File: src/rtl/walk_hint_pkg.sv
package walk_hint_pkg;
  localparam int unsigned HINT_W     = 2;
  localparam int unsigned EN_LO_LSB  = 0;
  localparam int unsigned EN_HI_LSB  = 4;
  localparam int unsigned VAL_LO_LSB = 8;
  localparam int unsigned VAL_HI_LSB = 12;

  typedef enum logic [1:0] {
    RES_NONE  = 2'd0,
    RES_GRANT = 2'd1,
    RES_FAULT = 2'd2,
    RES_REDIR = 2'd3
  } acc_res_e;

  typedef struct packed {
    logic [1:0] op0;
    logic [2:0] op1;
    logic [3:0] crn;
    logic [3:0] crm;
    logic [2:0] op2;
  } sysreg_enc_t;
endpackage

File: src/rtl/whc_access_decode.sv
module whc_access_decode
  import walk_hint_pkg::*;
#(
  parameter sysreg_enc_t PRI_ENC   = {2'd3, 3'd0, 4'd15, 4'd7, 3'd0},
  parameter sysreg_enc_t ALIAS_ENC = {2'd3, 3'd5, 4'd15, 4'd7, 3'd0}
) (
  input  logic        valid_i,
  input  sysreg_enc_t enc_i,
  input  logic [1:0]  priv_i,
  input  logic        secure_i,
  input  logic        host_i,
  input  logic        tge_i,
  output acc_res_e    res_o
);
  logic pri_hit, alias_hit;
  assign pri_hit   = (enc_i == PRI_ENC);
  assign alias_hit = (enc_i == ALIAS_ENC) && host_i;

  always_comb begin
    res_o = RES_NONE;
    if (valid_i) begin
      if (pri_hit) begin
        case (priv_i)
          2'd0:    res_o = RES_FAULT;
          2'd1:    res_o = (secure_i || !tge_i) ? RES_GRANT : RES_FAULT;
          2'd2:    res_o = secure_i ? RES_FAULT : (host_i ? RES_REDIR : RES_GRANT);
          default: res_o = RES_GRANT;
        endcase
      end else if (alias_hit) begin
        res_o = (priv_i == 2'd3 || (priv_i == 2'd2 && !secure_i)) ? RES_GRANT : RES_FAULT;
      end
    end
  end
endmodule

File: src/rtl/whc_field_store.sv
module whc_field_store #(
  parameter int unsigned REG_W = 64,
  parameter logic [REG_W-1:0] MASK = '0
) (
  input  logic             clk_i,
  input  logic             rst_ni,
  input  logic             we_i,
  input  logic [REG_W-1:0] wdata_i,
  output logic [REG_W-1:0] ctl_o
);
  always_ff @(posedge clk_i or negedge rst_ni) begin
    if (!rst_ni)   ctl_o <= '0;
    else if (we_i) ctl_o <= wdata_i & MASK;
  end


  hold_without_write_chk: assert property (@(posedge clk_i) disable iff (!rst_ni)
    !we_i |=> $stable(ctl_o));
endmodule

File: src/rtl/whc_hint_gen.sv
module whc_hint_gen #(
  parameter int unsigned HINT_W = 2
) (
  input  logic              clk_i,
  input  logic              rst_ni,
  input  logic              walk_valid_i,
  input  logic              walk_upper_i,
  input  logic [HINT_W-1:0] en_lo_i,
  input  logic [HINT_W-1:0] val_lo_i,
  input  logic [HINT_W-1:0] en_hi_i,
  input  logic [HINT_W-1:0] val_hi_i,
  output logic              hint_valid_o,
  output logic [HINT_W-1:0] hint_o
);
  always_ff @(posedge clk_i or negedge rst_ni) begin
    if (!rst_ni) hint_valid_o <= 1'b0;
    else         hint_valid_o <= walk_valid_i;
  end

  for (genvar k = 0; k < HINT_W; k++) begin : g_bit
    logic nxt;
    assign nxt = walk_valid_i &&
                 (walk_upper_i ? (en_hi_i[k] && val_hi_i[k]) : (en_lo_i[k] && val_lo_i[k]));
    always_ff @(posedge clk_i or negedge rst_ni) begin
      if (!rst_ni) hint_o[k] <= 1'b0;
      else         hint_o[k] <= nxt;
    end


    enable_gates_chk: assert property (@(posedge clk_i) disable iff (!rst_ni)
      hint_o[k] |-> $past(walk_upper_i ? en_hi_i[k] : en_lo_i[k]));
  end


  hint_latency_chk: assert property (@(posedge clk_i) disable iff (!rst_ni)
    walk_valid_i |=> hint_valid_o);

  hint_idle_zero_chk: assert property (@(posedge clk_i) disable iff (!rst_ni)
    !hint_valid_o |-> (hint_o == '0));
endmodule

File: src/rtl/walk_hint_ctrl.sv
module walk_hint_ctrl
  import walk_hint_pkg::*;
#(
  parameter int unsigned REG_W = 64,
  parameter sysreg_enc_t PRI_ENC   = {2'd3, 3'd0, 4'd15, 4'd7, 3'd0},
  parameter sysreg_enc_t ALIAS_ENC = {2'd3, 3'd5, 4'd15, 4'd7, 3'd0}
) (
  input  logic             clk_i,
  input  logic             rst_ni,
  input  logic             acc_valid_i,
  input  logic             acc_write_i,
  input  logic [1:0]       acc_op0_i,
  input  logic [2:0]       acc_op1_i,
  input  logic [3:0]       acc_crn_i,
  input  logic [3:0]       acc_crm_i,
  input  logic [2:0]       acc_op2_i,
  input  logic [REG_W-1:0] acc_wdata_i,
  input  logic [1:0]       priv_lvl_i,
  input  logic             secure_i,
  input  logic             host_mode_i,
  input  logic             trap_gen_i,
  output logic             acc_ack_o,
  output logic             acc_fault_o,
  output logic             acc_redirect_o,
  output logic [REG_W-1:0] acc_rdata_o,
  input  logic             walk_valid_i,
  input  logic             walk_upper_i,
  output logic             hint_valid_o,
  output logic [HINT_W-1:0] hint_o
);
  localparam logic [REG_W-1:0] PAIR = REG_W'(3);
  localparam logic [REG_W-1:0] FIELD_MASK = (PAIR << EN_LO_LSB) | (PAIR << EN_HI_LSB) |
                                            (PAIR << VAL_LO_LSB) | (PAIR << VAL_HI_LSB);

  sysreg_enc_t      enc;
  acc_res_e         res_d, res_q;
  logic             we;
  logic [REG_W-1:0] ctl, rdata_q;

  assign enc = '{op0: acc_op0_i, op1: acc_op1_i, crn: acc_crn_i, crm: acc_crm_i, op2: acc_op2_i};

  whc_access_decode #(.PRI_ENC(PRI_ENC), .ALIAS_ENC(ALIAS_ENC)) u_dec (
    .valid_i (acc_valid_i),
    .enc_i   (enc),
    .priv_i  (priv_lvl_i),
    .secure_i(secure_i),
    .host_i  (host_mode_i),
    .tge_i   (trap_gen_i),
    .res_o   (res_d)
  );

  assign we = (res_d == RES_GRANT) && acc_write_i;

  whc_field_store #(.REG_W(REG_W), .MASK(FIELD_MASK)) u_store (
    .clk_i  (clk_i),
    .rst_ni (rst_ni),
    .we_i   (we),
    .wdata_i(acc_wdata_i),
    .ctl_o  (ctl)
  );

  always_ff @(posedge clk_i or negedge rst_ni) begin
    if (!rst_ni) begin
      res_q   <= RES_NONE;
      rdata_q <= '0;
    end else begin
      res_q   <= res_d;
      rdata_q <= (res_d == RES_GRANT && !acc_write_i) ? ctl : '0;
    end
  end

  assign acc_ack_o      = (res_q == RES_GRANT);
  assign acc_fault_o    = (res_q == RES_FAULT);
  assign acc_redirect_o = (res_q == RES_REDIR);
  assign acc_rdata_o    = rdata_q;

  whc_hint_gen #(.HINT_W(HINT_W)) u_hint (
    .clk_i       (clk_i),
    .rst_ni      (rst_ni),
    .walk_valid_i(walk_valid_i),
    .walk_upper_i(walk_upper_i),
    .en_lo_i     (ctl[EN_LO_LSB +: HINT_W]),
    .val_lo_i    (ctl[VAL_LO_LSB +: HINT_W]),
    .en_hi_i     (ctl[EN_HI_LSB +: HINT_W]),
    .val_hi_i    (ctl[VAL_HI_LSB +: HINT_W]),
    .hint_valid_o(hint_valid_o),
    .hint_o      (hint_o)
  );


  one_outcome_chk: assert property (@(posedge clk_i) disable iff (!rst_ni)
    $onehot0({acc_ack_o, acc_fault_o, acc_redirect_o}));

  reserved_read_zero_chk: assert property (@(posedge clk_i) disable iff (!rst_ni)
    (acc_rdata_o & ~FIELD_MASK) == '0);

  fault_no_data_chk: assert property (@(posedge clk_i) disable iff (!rst_ni)
    (acc_fault_o || acc_redirect_o) |-> (acc_rdata_o == '0));

  redirect_keeps_reg_chk: assert property (@(posedge clk_i) disable iff (!rst_ni)
    acc_redirect_o |-> $stable(ctl));

  level0_faults_chk: assert property (@(posedge clk_i) disable iff (!rst_ni)
    (acc_valid_i && enc == PRI_ENC && priv_lvl_i == 2'd0) |=> acc_fault_o);
endmodule

File: config.mk
export PLATFORM = sky130hd
export DESIGN_NAME = walk_hint_ctrl
export DESIGN_NICKNAME = d
export VERILOG_FILES = /design/src/rtl/walk_hint_pkg.sv /design/src/rtl/whc_access_decode.sv /design/src/rtl/whc_field_store.sv /design/src/rtl/whc_hint_gen.sv /design/src/rtl/walk_hint_ctrl.sv
export SDC_FILE = /design/constraint.sdc
export NUM_CORES = 1
export LEC_CHECK = 0
export ABC_CLOCK_PERIOD_IN_PS = 950
export BUFFER_PORTS_ARGS = -buffer_cell sky130_fd_sc_hd__buf_2
export CAP_MARGIN = 20
export CELL_PAD_IN_SITES_DETAIL_PLACEMENT = 2
export CELL_PAD_IN_SITES_GLOBAL_PLACEMENT = 2
export CORE_UTILIZATION = 16
export CTS_CLUSTER_DIAMETER = 200
export DETAILED_ROUTE_END_ITERATION = 10
export GPL_TIMING_DRIVEN = 0
export PLACE_DENSITY = 0.81
export SYNTH_ARGS = -nofsm -noshare
export SYNTH_HDL_FRONTEND = slang
export SYNTH_SLANG_ARGS = --single-unit
export TNS_END_PERCENT = 1
File: constraint.sdc
create_clock -name clk_i -period 0.95 [get_ports clk_i]
set_input_delay 0.285 -clock clk_i [delete_from_list [all_inputs] [get_ports clk_i]]
set_output_delay 0.285 -clock clk_i [all_outputs]
set_load 0.05 [all_outputs]
-- After elaboration in Yosys (flattened, before gate mapping)
Cells that the tools add are included.
- register bits: 27
- input bits: 91
- output and inout bits: 70
- word-level logic and storage cells: 42
- eq/ne operators: 9
- mux-type cells: 11
- reductions and logical operators: 16
- operator list (cell ; number):
    $eq A16 B16 Y1 const B ; 2
    $mux W14 ; 1
    $mux W2 ; 7
    $logic_and A1 B1 Y1 ; 10
    $eq A2 B2 Y1 const B ; 4
    $eq A2 B1 Y1 const B ; 3
    $pmux W2 S3 ; 1
    $logic_not A1 Y1 ; 3
    $logic_not A2 Y1 ; 1
    $logic_or A1 B1 Y1 ; 2
    $mux W1 ; 2

-- Depth between registers and ports, before layout
- depth after elaboration: 10
- depth in mapped cells: 4
- mapped depth without buffers: 4

-- Modules after synthesis
Synthesis repeated with hierarchy kept, for this count alone.
- cell total of the unflattened synthesis: 257
- area, all modules: 3552.2 um^2
- modules (own cells, without submodules) (module ; times used ; cells each ; area each (um^2)):
    walk_hint_ctrl ; 1 ; 155 ; 2567.5
    whc_field_store ; 1 ; 74 ; 755.7
    whc_access_decode ; 1 ; 18 ; 117.6
    whc_hint_gen ; 1 ; 10 ; 111.4

-- Worst setup path before layout
No wires, ideal clock.
- path type: input to register
- start point: input acc_op2_i[1]
- end point: register u_store.ctl_o[0]
- library setup time: 125 ps
- arrival time: 2021 ps
- required time: 825 ps
- setup slack: -1196 ps
- stages on the path: 4
- buffers on the path: 0
- cell sequence: or4b_1 -> or3b_1 -> o32ai_4 -> mux2_2
- word-level cells in the longest chain between the ends: 7
- elaborated cells between the ends (all ways): 8
- those cells by class: eq/ne: 3; mux: 3; reduce/logical: 2
- RTL lines (what ; line ; source):
    start: declaration ; walk_hint_ctrl.sv:16 ; input logic [2:0] acc_op2_i,
    $eq A16 B16 Y1 ; whc_access_decode.sv:17 ; assign alias_hit = (enc_i == ALIAS_ENC) && host_i;
    $logic_and A1 B1 Y1 ; whc_access_decode.sv:17 ;
    $mux W2 ; whc_access_decode.sv:29 ; end else if (alias_hit) begin
    $mux W2 * ; whc_access_decode.sv:22 ; if (pri_hit) begin
    $mux W2 * ; whc_access_decode.sv:21 ; if (valid_i) begin
    $eq A2 B1 Y1 * ; walk_hint_ctrl.sv:52 ; assign we = (res_d == RES_GRANT) && acc_write_i;
    $logic_and A1 B1 Y1 * ; walk_hint_ctrl.sv:52 ;
    end signal: assignment ; whc_field_store.sv:13 ; else if (we_i) ctl_o <= wdata_i & MASK;
    end: declaration ; whc_field_store.sv:9 ; output logic [REG_W-1:0] ctl_o
Mark *: on every way between the ends. The rest lies on a longest branch, timed or not.
A chain may end at the register's enable or synchronous reset.

-- Final worst setup path
- start point: input acc_op2_i[0]
- end point: register u_store.ctl_o[13]
The elaborated chain is that of the path after synthesis.

==> results summary <==
The worst setup path is launched from an input pin. The worst path setup slack after routing is -981.9 ps. The via count normalized by instance count is 3.435.

The number of different library cells in the post-synthesis netlist is 29. The final hold violation count came out at 0. The critical hold path startpoint is walk_valid_i. Multiplexer cells account for 6.569% of the synthesized area.

Before CTS, the worst setup slack after placement is -1446 ps. The number of buffers inserted by port buffering came out at 48. The setup path with the least slack is of type in2reg. After detailed routing, the average wire length per cell comes to 10.30 um.

The met2 track demand over resource in global routing came out at 17.39%. Counting both buffers and inverters, the worst setup path holds a total of 2. The detail route stage leaves a number of antenna-violating nets equal to 0. The die width is 94.58 um. The post-synthesis xor/xnor area fraction came out at 0%. Counting the buffers created by CTS gives 3.

The power density of the placed cells came out at around 1100 mW/mm^2. The via count of the first global-routing pass is 1281. The later-pin clock latency in the skew report is 250 ps.

The leftover overflow at the end of global routing came out at 0. The average instance in the mapped netlist occupies between 10 and 15 um^2. Grouping stages by cell kind, the critical path spends the most delay in simple AND/OR/NAND/NOR gates.

The signed area change from the synthesized netlist to the final layout is 59.22%. In the layout the commonest cells are sky130_fd_sc_hd__buf_4 (57), sky130_fd_sc_hd__conb_1 (56), sky130_fd_sc_hd__buf_2 (31). The number of setup violations in the final report came out at 32. The checks that failed: negative setup slack. By area, the combinational part of the netlist is dominated by buffers and inverters. The fraction of the cycle the final worst path needs came out at 203.4%. The area fraction in and, or, nand and nor cells after synthesis came out at approximately 16%. The layout has between 900 and 1000 filler cells. The largest driver fanout on the critical path is 8.

The final wirelength came out at ~3600 um. The final cell count without fillers came out at 347. The post-synthesis adder-cell area fraction is 0%.

STA classifies the critical path endpoint as a flip-flop. The layer flagged by global routing as most heavily used is met2. The sequential share of the synthesized area came out at 38.32%.

The I/O pin total came out at 161. The total iterations of the first detailed-routing run is 4. Yosys printed 0 warnings.

The final RePlAce weighted congestion is 0.7241. Setup repair after global routing could not meet its margin everywhere. The leading area contributor after synthesis is sky130_fd_sc_hd__dfrtp_1. The number of flip-flops and latches in the synthesized netlist came out at 21.

Across all layers, the routed design uses ~1200 vias. The net count of the finished layout came out at 333. The final clock skew came out at 2.194 ps. The area of the core is 0.008258 mm^2. The met1 layer usage reported by global route is 6.368%. In this run the critical register-to-register path is launched from u_store.ctl_o[13]$_DFFE_PN0P_. At the worst endpoint, the required time is 1080 ps. Across all hold checks on the routed design, the worst slack comes to 163.3 ps.

The slowest stage of the critical path belongs to the cell sky130_fd_sc_hd__or4b_4. The number of cells after detailed placement came out at 340. The share of final-layout standard cells stronger than drive strength 1 is 51.45%.

The sum of net half-perimeters after detailed placement is 3012 um. The path class of the tightest hold or removal check is in2reg. The root buffer selected by CTS is sky130_fd_sc_hd__clkbuf_8.

The number of remaining DRC errors is 0. The first-pass GRT wire length came out at 5444 um. The number of max-slew violations in the final report is 0. The synthesized cell area came out at 0.001371 mm^2. The run finished, with violations left.

In the post-synthesis netlist, the biggest area contributors are sky130_fd_sc_hd__dfrtp_1 (38%), sky130_fd_sc_hd__buf_4 (31%), sky130_fd_sc_hd__nor3b_1 (4.9%), sky130_fd_sc_hd__mux2_2 (4.9%), sky130_fd_sc_hd__and2_1 (2.3%). The clock tree buffer depth came out at 2. The worst-case vdd ir drop is 0.4071 mV. The final period demand of the worst path came out at 1932 ps. The number of max-cap violations came out at 0. The initial detailed-routing violation count is 9. The portion of synthesized cell area occupied by the leading cell type is 38.32%. The initial standard-cell utilization of the core came out at 16.61%. The die height came out at 94.58 um. The met3 layer usage reported by global route is 1.691%. CTS built an H-tree with a depth of 1. TritonCTS built the clock tree. The launch point of the worst path is acc_op2_i[0].

The area of the multi-input gates is 678.2 um^2. The total number of placement rows came out at 33. After clock tree synthesis, the clock-pin slew on the worst setup and hold paths is 70 ps. The initial antenna violation count is 1. The signal on the critical path passes through buf_6 -> or4b_4 -> or3b_4 -> o32ai_4 -> buf_12 -> mux2_4. The commonest non-fill, non-tap cell in the layout is sky130_fd_sc_hd__buf_4.

The data arrival time at the worst-slack endpoint is 2070 ps. The highest achievable clock rate is 517.6 MHz. The cell count after synthesis came out at 132.

The static leakage came out at 0.001169 uW. The final sum of negative setup slack is -18140 ps. Entering global routing, the biggest net connects 22 pins. The number of clock sinks seen by CTS came out at 21.

The share of the synthesized area in compound gates (AO/OA/AOI/OAI) is approximately 7.8%. The stage delay of the slowest cell on the critical path came out at 530 ps. In the final layout, flip-flops and latches occupy around 530 um^2. The area of the die is just under 0.009 mm^2. The post-route core utilization is a little over a quarter.

For this run, the total global-route usage over all layers was measured as 7.642%.
## worst paths after layout
kind | endpoint | slack (ps) | depth (start not counted)
max in group asynchronous | u_store.ctl_o[1]$_DFFE_PN0P_ | 120 | 2
hold reg to reg | u_store.ctl_o[1]$_DFFE_PN0P_ | 540 | 1
setup reg to reg | u_hint.hint_o[1]$_DFF_PN0_ | 90 | 3
hold / removal | u_hint.hint_valid_o$_DFF_PN0_ | 160 | 1
min in group asynchronous | res_q[0]$_DFF_PN0_ | 520 | 2
setup / recovery | u_store.ctl_o[13]$_DFFE_PN0P_ | -980 | 6
## synth_stat cells
cell                       number
sky130_fd_sc_hd__buf_4         56
sky130_fd_sc_hd__dfrtp_1       21
sky130_fd_sc_hd__nor3b_1        9
sky130_fd_sc_hd__mux2_2         6
sky130_fd_sc_hd__and2_1         5
sky130_fd_sc_hd__nand3_1        3
sky130_fd_sc_hd__nor2b_1        3
sky130_fd_sc_hd__o21ai_0        3
sky130_fd_sc_hd__a22oi_1        2
sky130_fd_sc_hd__mux2_1         2
sky130_fd_sc_hd__nand2_1        2
sky130_fd_sc_hd__nand2b_1       2
sky130_fd_sc_hd__or4b_1         2
sky130_fd_sc_hd__a32oi_1        1
sky130_fd_sc_hd__and3_1         1
sky130_fd_sc_hd__buf_1          1
sky130_fd_sc_hd__conb_1         1
sky130_fd_sc_hd__inv_1          1
sky130_fd_sc_hd__nand4_1        1
sky130_fd_sc_hd__nand4b_1       1
sky130_fd_sc_hd__o211ai_1       1
sky130_fd_sc_hd__o21a_1         1
sky130_fd_sc_hd__o21bai_1       1
sky130_fd_sc_hd__o32a_1         1
sky130_fd_sc_hd__o32ai_1        1
sky130_fd_sc_hd__o32ai_4        1
sky130_fd_sc_hd__or3_1          1
sky130_fd_sc_hd__or3b_1         1
sky130_fd_sc_hd__or4_1          1
## cell type report
cell class              count  area share, %
multi-input cells         108          31.06
flip-flops and latches     21          24.07
plain buffers              57          19.43
repair buffers             50          17.08
well taps                 105          6.017
clock buffers               4          2.063
inverters                   1         0.1719
diodes                      1         0.1146
## routing by layer
metal,vias to the layer above,wire (um)
met2,63,2085
met1,570,1135
met5,-,0
met4,0,27
li1,557,-
met3,2,326
## kinds of logic after synthesis
kind of cell,count (synthesis)
AOI/OAI and AO/OA,12
buffers and inverters,58
DFF,21
muxes,8
other,1
and+or+nand+nor,32
## sequential cells by signal (all words and copies together), names as in the netlist
register             count
acc_rdata_o              8
u_hint.hint_valid_o      1
u_hint.hint_o            2
res_q                    2
u_store.ctl_o            8
## stage by stage
| stage | instance area, um^2 | power [uW] |
|---|---|---|
| final | 2183 | 2296 |
| after global placement | 1952 | 1724 |
| after floorplan | 1580 | 1620 |
| after CTS | 2163 | 2308 |
| after global routing | 2181 | 2394 |
| after detailed placement | 1952 | 1731 |
## power breakdown
| group | leakage, uW | switching (uW) | internal [uW] |
|---|---|---|---|
| clock | 0.0000228 | 253 | 298 |
| combinational | 0.000855 | 604 | 244 |
| sequential | 0.000291 | 1.21 | 896 |
## repair_timing
item                                   4_1_cts  5_1_grt
hold buffers                                 1        0
gates resized for setup                     40        4
pin swaps                                    6        3
buffers inserted                             1        0
setup endpoints to repair                   32       32
endpoints found under the hold margin       21        0
gates cloned                                 0        0
Power figures use the tool's default switching activity.
